`config.mk`:
```
export PLATFORM = sky130hd
export DESIGN_NAME = cascade_irq_ctrl
export DESIGN_NICKNAME = d
export VERILOG_FILES = /design/src/rtl/cascade_irq_pkg.sv /design/src/rtl/irq_prio_resolver.sv /design/src/rtl/irq_line_capture.sv /design/src/rtl/cascade_irq_ctrl.sv
export SDC_FILE = /design/constraint.sdc
export NUM_CORES = 1
export LEC_CHECK = 0
export BUFFER_PORTS_ARGS = -buffer_cell sky130_fd_sc_hd__buf_2
export CAP_MARGIN = 20
export CORE_MARGIN = 10
export CORE_UTILIZATION = 40
export CTS_CLUSTER_DIAMETER = 50
export DETAILED_ROUTE_END_ITERATION = 7
export SLEW_MARGIN = 20
export SYNTH_ARGS = -nofsm -noshare
export SYNTH_HDL_FRONTEND = slang
export SYNTH_SLANG_ARGS = --single-unit
export TNS_END_PERCENT = 20
```
`constraint.sdc`:
```
create_clock -name clk -period 5.3 [get_ports clk]
set_input_delay 1.325 -clock clk [delete_from_list [all_inputs] [get_ports clk]]
set_output_delay 1.325 -clock clk [all_outputs]
set_load 0.1 [all_outputs]
```
`src/rtl/cascade_irq_pkg.sv`:
```
package cascade_irq_pkg;

    typedef enum logic [1:0] {
        ST_IDLE   = 2'd0,
        ST_SLAVE  = 2'd1,
        ST_MASTER = 2'd2,
        ST_SCRUB  = 2'd3
    } rs_state_e;

    typedef enum logic [1:0] {
        OP_LEVEL = 2'd0,
        OP_PULSE = 2'd1,
        OP_MASK  = 2'd2,
        OP_EOI   = 2'd3
    } cmd_op_e;

endpackage

```
`src/rtl/irq_prio_resolver.sv`:
```
module irq_prio_resolver #(
    parameter int N_IN = 8,
    localparam int IW = $clog2(N_IN)
) (
    input  logic [N_IN-1:0] irr,
    input  logic [N_IN-1:0] imr,
    input  logic [N_IN-1:0] isr,
    output logic            win_valid,
    output logic [IW-1:0]   win_idx
);

    logic blocked;

    // Scan from input 0 upward; an in-service bit stops the scan at its index.
    always_comb begin
        win_valid = 1'b0;
        win_idx   = '0;
        blocked   = 1'b0;
        for (int i = 0; i < N_IN; i++) begin
            if (!blocked && !win_valid) begin
                if (isr[i]) begin
                    blocked = 1'b1;
                end else if (irr[i] && !imr[i]) begin
                    win_valid = 1'b1;
                    win_idx   = i[IW-1:0];
                end
            end
        end
    end

endmodule

```
`src/rtl/irq_line_capture.sv`:
```
module irq_line_capture #(
    parameter int LINES = 16,
    localparam int LW = $clog2(LINES)
) (
    input  logic             clk,
    input  logic             rst_n,
    input  logic             wr_en,
    input  logic [LW-1:0]    wr_line,
    input  logic             wr_pulse,
    input  logic             wr_level,
    output logic [LINES-1:0] set_vec
);

    logic [LINES-1:0] lvl_q;

    // A pulse is a low-then-high drive, so it always yields an edge.
    always_comb begin
        set_vec = '0;
        if (wr_en) begin
            if (wr_pulse) begin
                set_vec[wr_line] = 1'b1;
            end else if (wr_level && !lvl_q[wr_line]) begin
                set_vec[wr_line] = 1'b1;
            end
        end
    end

    always_ff @(posedge clk) begin
        if (!rst_n) begin
            lvl_q <= '0;
        end else if (wr_en) begin
            lvl_q[wr_line] <= wr_pulse ? 1'b1 : wr_level;
        end
    end

endmodule

```
`src/rtl/cascade_irq_ctrl.sv`:
```
module cascade_irq_ctrl
    import cascade_irq_pkg::*;
#(
    parameter int          N_IN        = 8,
    parameter int          CASCADE_IN  = 2,
    parameter int          BASE_W      = 5,
    parameter logic [4:0]  MASTER_BASE = 5'd1,
    parameter logic [4:0]  SLAVE_BASE  = 5'd14,
    localparam int IW    = $clog2(N_IN),
    localparam int LW    = IW + 1,
    localparam int VEC_W = BASE_W + IW
) (
    input  logic             clk,
    input  logic             rst_n,
    input  logic             cmd_valid,
    input  logic [1:0]       cmd_op,
    input  logic [LW-1:0]    cmd_line,
    input  logic [N_IN-1:0]  cmd_data,
    output logic             cmd_ready,
    input  logic             ack_req,
    output logic             ack_done,
    output logic [VEC_W-1:0] ack_vector,
    output logic             cpu_irq
);

    localparam int          LINES   = 2 * N_IN;
    localparam logic [IW-1:0] CAS_IDX = IW'(CASCADE_IN);
    localparam logic [IW-1:0] SPUR_IDX = IW'(N_IN - 1);

    // Index 0 is the master controller, index 1 the slave.
    logic [1:0][N_IN-1:0] irr_q;
    logic [1:0][N_IN-1:0] imr_q;
    logic [1:0][N_IN-1:0] isr_q;
    logic [1:0]           win_valid;
    logic [1:0][IW-1:0]   win_idx;

    rs_state_e state_q, state_d;

    logic             cmd_fire;
    logic             ack_fire;
    logic             is_req_op;
    logic [LINES-1:0] set_vec;
    logic [N_IN-1:0]  cas_bit;
    logic             tgt_slave;
    logic             m_deliv;
    logic             win_from_slave;
    logic             stale_cas;
    logic             mask_drop;
    logic             slave_any;

    genvar g;
    generate
        for (g = 0; g < 2; g++) begin : g_ctrl
            irq_prio_resolver #(.N_IN(N_IN)) u_res (
                .irr       (irr_q[g]),
                .imr       (imr_q[g]),
                .isr       (isr_q[g]),
                .win_valid (win_valid[g]),
                .win_idx   (win_idx[g])
            );
        end
    endgenerate

    assign cmd_ready = (state_q == ST_IDLE) && !ack_req;
    assign ack_fire  = (state_q == ST_IDLE) && ack_req;
    assign cmd_fire  = cmd_valid && cmd_ready;
    assign is_req_op = (cmd_op == OP_LEVEL) || (cmd_op == OP_PULSE);
    assign tgt_slave = cmd_line[LW-1];

    irq_line_capture #(.LINES(LINES)) u_cap (
        .clk      (clk),
        .rst_n    (rst_n),
        .wr_en    (cmd_fire && is_req_op),
        .wr_line  (cmd_line),
        .wr_pulse (cmd_op == OP_PULSE),
        .wr_level (cmd_data[0]),
        .set_vec  (set_vec)
    );

    always_comb begin
        cas_bit          = '0;
        cas_bit[CAS_IDX] = 1'b1;
    end

    assign win_from_slave = win_valid[0] && (win_idx[0] == CAS_IDX);
    assign m_deliv        = win_valid[0] && (!win_from_slave || win_valid[1]);
    assign stale_cas      = win_from_slave && !win_valid[1];
    assign slave_any      = |(irr_q[1] & ~imr_q[1]);

    // Winner captured before the mask write lands; does the new mask hide it?
    always_comb begin
        mask_drop = 1'b0;
        if (cmd_fire && (cmd_op == OP_MASK) && m_deliv) begin
            if (win_from_slave) begin
                mask_drop = tgt_slave && cmd_data[win_idx[1]];
            end else begin
                mask_drop = !tgt_slave && cmd_data[win_idx[0]];
            end
        end
    end

    // Next-state logic
    always_comb begin
        state_d = state_q;
        unique case (state_q)
            ST_IDLE:   if (ack_fire || cmd_fire) state_d = ST_SLAVE;
            ST_SLAVE:  state_d = ST_MASTER;
            ST_MASTER: state_d = stale_cas ? ST_SCRUB : ST_IDLE;
            ST_SCRUB:  state_d = ST_MASTER;
        endcase
    end

    // State register
    always_ff @(posedge clk) begin
        if (!rst_n) begin
            state_q <= ST_IDLE;
        end else begin
            state_q <= state_d;
        end
    end

    // Controller registers and outputs
    always_ff @(posedge clk) begin
        if (!rst_n) begin
            irr_q      <= '0;
            imr_q      <= '1;
            isr_q      <= '0;
            cpu_irq    <= 1'b0;
            ack_done   <= 1'b0;
            ack_vector <= '0;
        end else begin
            ack_done <= 1'b0;
            unique case (state_q)
                ST_IDLE: begin
                    if (ack_fire) begin
                        ack_done <= 1'b1;
                        if (m_deliv && win_from_slave) begin
                            isr_q[1][win_idx[1]] <= 1'b1;
                            irr_q[1][win_idx[1]] <= 1'b0;
                            isr_q[0][CAS_IDX]    <= 1'b1;
                            irr_q[0][CAS_IDX]    <= 1'b0;
                            ack_vector           <= {SLAVE_BASE, win_idx[1]};
                        end else if (m_deliv) begin
                            isr_q[0][win_idx[0]] <= 1'b1;
                            irr_q[0][win_idx[0]] <= 1'b0;
                            ack_vector           <= {MASTER_BASE, win_idx[0]};
                        end else begin
                            ack_vector <= {MASTER_BASE, SPUR_IDX};
                        end
                    end else if (cmd_fire) begin
                        unique case (cmd_op)
                            OP_LEVEL, OP_PULSE: begin
                                irr_q[0] <= irr_q[0] | (set_vec[N_IN-1:0] & ~cas_bit);
                                irr_q[1] <= irr_q[1] | set_vec[LINES-1:N_IN];
                            end
                            OP_MASK: begin
                                imr_q[tgt_slave] <= cmd_data;
                                if (mask_drop) begin
                                    cpu_irq <= 1'b0;
                                    if (win_from_slave) irr_q[0][CAS_IDX] <= 1'b0;
                                end
                            end
                            OP_EOI: begin
                                isr_q[tgt_slave] <= isr_q[tgt_slave] & (isr_q[tgt_slave] - 1'b1);
                            end
                            default: ;
                        endcase
                    end
                end
                ST_SLAVE: begin
                    irr_q[0][CAS_IDX] <= slave_any;
                end
                ST_MASTER: begin
                    cpu_irq <= win_valid[0] && !stale_cas;
                end
                ST_SCRUB: begin
                    irr_q[0][CAS_IDX] <= 1'b0;
                end
            endcase
        end
    end

endmodule

```
==> flow_summary_export.csv, run 1 <==
group,metric,value,unit
clocking,clkLatencyLatePin,0.35,ns
route,first_pass_iters,5,
pwr,power_density,257,nW/um^2
pwr,p_leak,1.60,nW
job,maxCapViolCount,0,
route,drt_iter0_drc,372,
synth,synth_nets,501,
synth,synthFlopType,"dfxtp_1",
hold_path,hold_path.class,"flop to flop",
setup_path,cp_num_buf_inv,2,
clocking,cts_made_buffers,9,
setup_path,cp_cell_sequence,"buf_2 > nor3_1 > buf_2",
global_route,grt_start_max_net_pins,39,
clocking,clkTransAtPathRegs,0.08,ns
synth,async_reset_ff_share,0,%
clocking,htreeDepth,3,
synth,ys_ff_latch,73,
route,wire_per_inst,18.6,um
sta,fmax,0.273,GHz
setup_path,endpoint_kind,"output pin",
setup_path,cp_max_fo,6,
final_layout,register_area,1460,sq um
global_route,grt_remaining_overflow,0,
floorplan,ioPinCount,29,
synth,synthTopCellsByArea,"dfxtp_1 37%, nor2_1 5.7%, a21oi_1 4.8%",
sta,setup_violations,0,
synth,synth_cells,483,
setup_path,critPathKind,"input port to output pin",
place,gp_congestion,0.967,
place,dp.final_hpwl,8630,um
clocking,cts_tree,"yes",
route,drc_errors,0,
sta,setup-tns-final,0,ns
setup_path,crit_required,3.97,ns
synth,synth_top_area_share,36.7,%
synth,synth-edff-count,0,
setup_path,crit_arrival,2.33,ns
synth,synth.distinct_cells,69,
final_layout,n_antenna_cell,0,
global_route,grt_pass1_vias,3537,
setup_path,crit_family,"buffers and inverters",
setup_path,crit_path_start_kind,"input port",
clocking,cts_hold_buf,0,
global_route,grt_pass1_wl,19400,um
route,ant_nets,0,
setup_path,crit_top_cell,"buf_2",
sta,relSlewSlack,32.1,%
synth,syn_area,3980,sq um
final_layout,drive_gt1_share,15.9,%
clocking,cts_buffer_depth,2,
sta,clock_skew,0.00935,ns
sta,rsz0062_at_grt,"no",
sta,period_minus_slack,3.66,ns
sta,finalHoldViolCount,0,
final_layout,fillers,1003,
global_route,antenna_found_initial,0,
setup_path,slowest_delay,0.51,ns
global_route,grt_use_total,16.6,%
floorplan,die_x,120,um
floorplan,fp.dieH,120,um
clocking,clock_sinks,73,
global_route,grt_busiest_layer,"met2",
synth,synth_largest_area_cell,"dfxtp_1",
final_layout,multi_input_area,2370,sq um
sta,fin_crit_sh,69.0,%
synth,syn_area_per_cell,8.25,sq um
synth,yosys_warnings,0,
global_route,grtUsageMet1,22.9,%
route,vias_per_cell,5.91,
synth,yosysSeqAreaShare,36.7,%
final_layout,postLayoutCoreUtil,44.9,%
floorplan,core_area,9730,sq um
final_layout,area_delta_synth_final,9.64,%
sta,slew_violations,0,
global_route,grt_use_met3,2.63,%
sta,tightest_slew,1.01,ns
setup_path,critPathSlowestCell,"buf_2",
outcome,status,"finished, final reports clean",
clocking,cts_root_buffer,"clkbuf_8",
route,vias,3755,
final_layout,layout.nets,515,
floorplan,start_util,40.9,%
route,drt_wl_total,11800,um
floorplan,dieArea,14400,sq um
floorplan,fp-row-count,36,
clocking,cts.repair.resized,0,
pwr,peakVddDrop,0.000120,V
global_route,grt_use_met2,25.8,%
place,port_buffers,27,
pwr,finalPower,0.00112,W
clocking,post_cts_buffers,0,
## Yosys cell counts, drive strengths merged (7+ instances only)
| library cell | number |
|---|---|
| dfxtp | 73 |
| nor2 | 61 |
| nand2 | 42 |
| a21oi | 38 |
| nand3 | 27 |
| nor3 | 25 |
| o21ai | 19 |
| clkbuf | 17 |
| nand2b | 14 |
| nor2b | 14 |
| mux2i | 10 |
| or3 | 10 |
| buf | 9 |
| nand4 | 8 |
| inv | 7 |
## through the flow
step                      hold WS (ns)  worst slack, ns  instances  instance area, sq um
final                            0.463             1.64        635                  4370
after global routing             0.490             1.59        635                  4370
after floorplan                  0.432            0.161        483                  3980
after detailed placement         0.452             1.53        619                  4180
after CTS                        0.464             1.66        635                  4370
after global placement           0.443             1.61        619                  4180
## cells in the final DEF, fill, tap and decap left out, types with 5 or more instances in the layout
master    Yosys  routed
o31ai_1       5       5
buf_2         1      27
nand2b_1     14      14
a21oi_1      38      38
nor4_1        5       5
nor3_1       23      23
nor2b_1      14      14
o221a_2       6       6
nand2_1      41      41
inv_1         6       6
mux4_2        5       5
nand3_1      26      26
or3_1        10      10
and2_1        5       5
o21ai_0      19      19
nand4_1       6       6
dfxtp_1      73      73
mux2i_1      10      10
o211a_1       5       5
clkbuf_8      0       9
nor2_1       61      61
## state kept, by name, indices dropped and copies added, names as in the netlist
register     count
ack_done         1
ack_vector       5
cpu_irq          1
imr_q           16
irr_q           16
isr_q           16
state_q          2
u_cap.lvl_q     16
## worst reg2reg max path: cells and delay by family (launching register included)
family / cells / cell delay, ns
flip-flops: 1 / 0.36
AND/OR/NAND/NOR: 3 / 1.42
AO/OA/AOI/OAI: 4 / 1.32
## kinds of logic (layout without fill, tap and decap cells)
| group | after synthesis | count (layout) | synth area share (%) |
|---|---|---|---|
| compound gates | 126 | 126 | 22.5 |
| buf+inv | 33 | 52 | 3.80 |
| flops | 73 | 73 | 36.7 |
| mux | 16 | 16 | 5.72 |
| other cells | 1 | 1 | 0.0941 |
| simple gates | 234 | 234 | 31.3 |
## area by class of cell
type / instances / area share, %
well taps: 133 / 3.81
repair buffers: 29 / 3.44
flip-flops and latches: 73 / 33.5
inverters: 7 / 0.602
multi-input cells: 377 / 54.3
clock buffers: 9 / 2.84
clock inverters: 7 / 1.58
## power breakdown
group          internal, W  total (W)  switching (W)  leakage, nW
Combinational    0.0000254   0.000118      0.0000930        0.913
Sequential        0.000555   0.000561     0.00000535        0.591
Clock             0.000217   0.000443       0.000226       0.0954
Total             0.000797    0.00112       0.000324         1.60
## final timing paths
path              cells after the start                        from                         end  slack [ns]
setup / recovery                      3                     ack_req                   cmd_ready        1.64
hold / removal                        2  ack_vector[1]$_SDFFE_PN0P_  ack_vector[1]$_SDFFE_PN0P_        0.46
setup reg to reg                      7      irr_q[15]$_SDFFE_PN0P_       isr_q[8]$_SDFFE_PN0P_        2.16
hold reg to reg                       2  ack_vector[1]$_SDFFE_PN0P_  ack_vector[1]$_SDFFE_PN0P_        0.46
## routing by layer
metal / vias up / routed length, um
met5: - / 0
met4: 0 / 239
met3: 21 / 568
met2: 113 / 5350
met1: 1797 / 5670
li1: 1824 / -
No activity file was read; power rests on OpenSTA's default activity.
==> run 2, diff against run 1 <==
- clock period: 5.3 -> 3.35 ns (I/O delays scaled with it)
==> flow_summary_export.csv, run 2 (synthesis results as in run 1) <==
group,metric,value,unit
outcome,status,"finished, final reports clean",
sta,finalHoldViolCount,0,
sta,rsz0062_at_grt,"no",
clocking,cts_tree,"yes",
sta,clock_skew,0.00641,ns
pwr,peakVddDrop,0.000213,V
hold_path,hold_path.startpoint,"ack_vector[1]$_SDFFE_PN0P_",
clocking,post_cts_buffers,0,
global_route,grt_pass1_wl,19900,um
setup_path,crit_required,3.58,ns
floorplan,start_util,40.9,%
final_layout,fillers,997,
setup_path,slowest_delay,0.59,ns
final_layout,final_common_cell,"dfxtp_1",
floorplan,dieArea,14400,sq um
sta,relSlewSlack,47.0,%
pwr,p_leak,1.66,nW
route,drt_iter0_drc,280,
clocking,clkLatencyLatePin,0.36,ns
route,first_pass_iters,5,
final_layout,n_antenna_cell,0,
place,post-place-cells,631,
sta,setup-tns-final,0,ns
route,drt_wl_total,12000,um
hold_path,holdPathEnd,"ack_vector[1]$_SDFFE_PN0P_",
sta,tightest_slew,0.793,ns
clocking,cts.repair.resized,0,
final_layout,instances_no_fill,647,
setup_path,cp_cell_sequence,"or4_4 > nor3b_4 > nand3_1 > nand4_2 > o21a_4 > nand3_2 > or3_1 > nor3b_1",
global_route,grt_pass1_vias,3727,
floorplan,core_area,9730,sq um
setup_path,crit_arrival,3.29,ns
floorplan,fp-row-count,36,
setup_path,crit_path_start_kind,"flop",
clocking,cts_root_buffer,"clkbuf_8",
setup_path,endpoint_kind,"flop",
route,vias,3820,
setup_path,reg2reg_slack,0.29,ns
final_layout,area_delta_synth_final,12.2,%
global_route,grt_remaining_overflow,0,
setup_path,r2r_cells,8,
hold_path,min_delay_path_depth,2,
hold_path,hold_path.class,"flop to flop",
global_route,antenna_found_initial,0,
sta,timing.final.ws_setup,0.291,ns
final_layout,layout.nets,527,
route,drc_errors,0,
clocking,htreeDepth,3,
sta,setup_violations,0,
clocking,clock_sinks,73,
floorplan,ioPinCount,29,
clocking,clkTransAtPathRegs,0.08,ns
place,dp.final_hpwl,8780,um
floorplan,fp.dieH,120,um
final_layout,final_cell_mix,"73 x dfxtp_1, 61 x nor2_1, 41 x nand2_1",
final_layout,drive_gt1_share,18.1,%
pwr,power_density,401,nW/um^2
clocking,cts_hold_buf,0,
global_route,grt_use_total,17.1,%
setup_path,critPathSlowestCell,"or4_4",
route,wire_per_inst,18.6,um
final_layout,postLayoutCellArea,4470,sq um
place,port_buffers,27,
sta,period_minus_slack,3.06,ns
route,vias_per_cell,5.90,
place,gp_congestion,0.947,
setup_path,r2r-start,"isr_q[9]$_SDFFE_PN0P_",
setup_path,cp_max_fo,8,
clocking,cts_made_buffers,9,
job,maxCapViolCount,0,
sta,slew_violations,0,
sta,fin_crit_sh,91.3,%
place,place_ws,0.140,ns
place,post_dp_cell_area,4280,sq um
setup_path,timing.rr.end,"irr_q[6]$_SDFFE_PN0P_",
route,ant_nets,0,
setup_path,critPathKind,"flop to flop",
floorplan,die_x,120,um
sta,fmax,0.327,GHz
clocking,cts_buffer_depth,2,
global_route,grt_start_max_net_pins,39,
## run 2: worst max-delay path by stage
stage / startpoint / to / depth (start not counted)
6_report: isr_q[9]$_SDFFE_PN0P_ / irr_q[6]$_SDFFE_PN0P_ / 8
5_1_grt: irr_q[15]$_SDFFE_PN0P_ / irr_q[6]$_SDFFE_PN0P_ / 8
4_1_cts: irr_q[15]$_SDFFE_PN0P_ / irr_q[6]$_SDFFE_PN0P_ / 8
3_5_place_dp: cmd_line[0] / irr_q[13]$_SDFFE_PN0P_ / 9
3_3_place_gp: cmd_line[0] / irr_q[8]$_SDFFE_PN0P_ / 9
2_1_floorplan: ack_req / irr_q[3]$_SDFFE_PN0P_ / 6
## run 2: power by group
part           leakage (nW)  total, W  switching [W]  internal (W)
Clock                0.0994  0.000708       0.000364      0.000344
Sequential            0.591  0.000889      0.0000100      0.000879
Combinational         0.975  0.000195       0.000149     0.0000459
Total                  1.66   0.00179       0.000523       0.00127
## run 2: stage by stage
stage                     util, %  hold slack, ns  power, W
after global routing         45.9           0.505   0.00186
final                        45.9           0.464   0.00179
after floorplan                 -           0.432   0.00105
after detailed placement     44.0           0.453   0.00110
after CTS                    45.9           0.465   0.00180
after global placement       44.0           0.443   0.00110
## run 2: final cells by class
cell class,count,area [sq um],area share (%)
Inverter,7,26.3,0.588
Clock inverter,7,70.1,1.57
Timing Repair Buffer,41,240,5.37
Sequential cell,73,1460,32.7
Tap cell,133,166,3.72
Clock buffer,9,124,2.77
Multi-Input combinational cell,377,2380,53.3
## run 2: worst max-delay path, delay by kind of cell (launching register included)
family | cells | cell delay [ns]
simple gates | 7 | 2.33
compound gates | 1 | 0.20
flops | 1 | 0.39
## run 2: routing by layer
layer,up-vias,wire length [um],track usage (%)
met5,-,0,0
met4,0,300,6.94
met3,23,609,3.23
met2,104,5500,26.8
met1,1837,5630,22.6
li1,1856,-,-
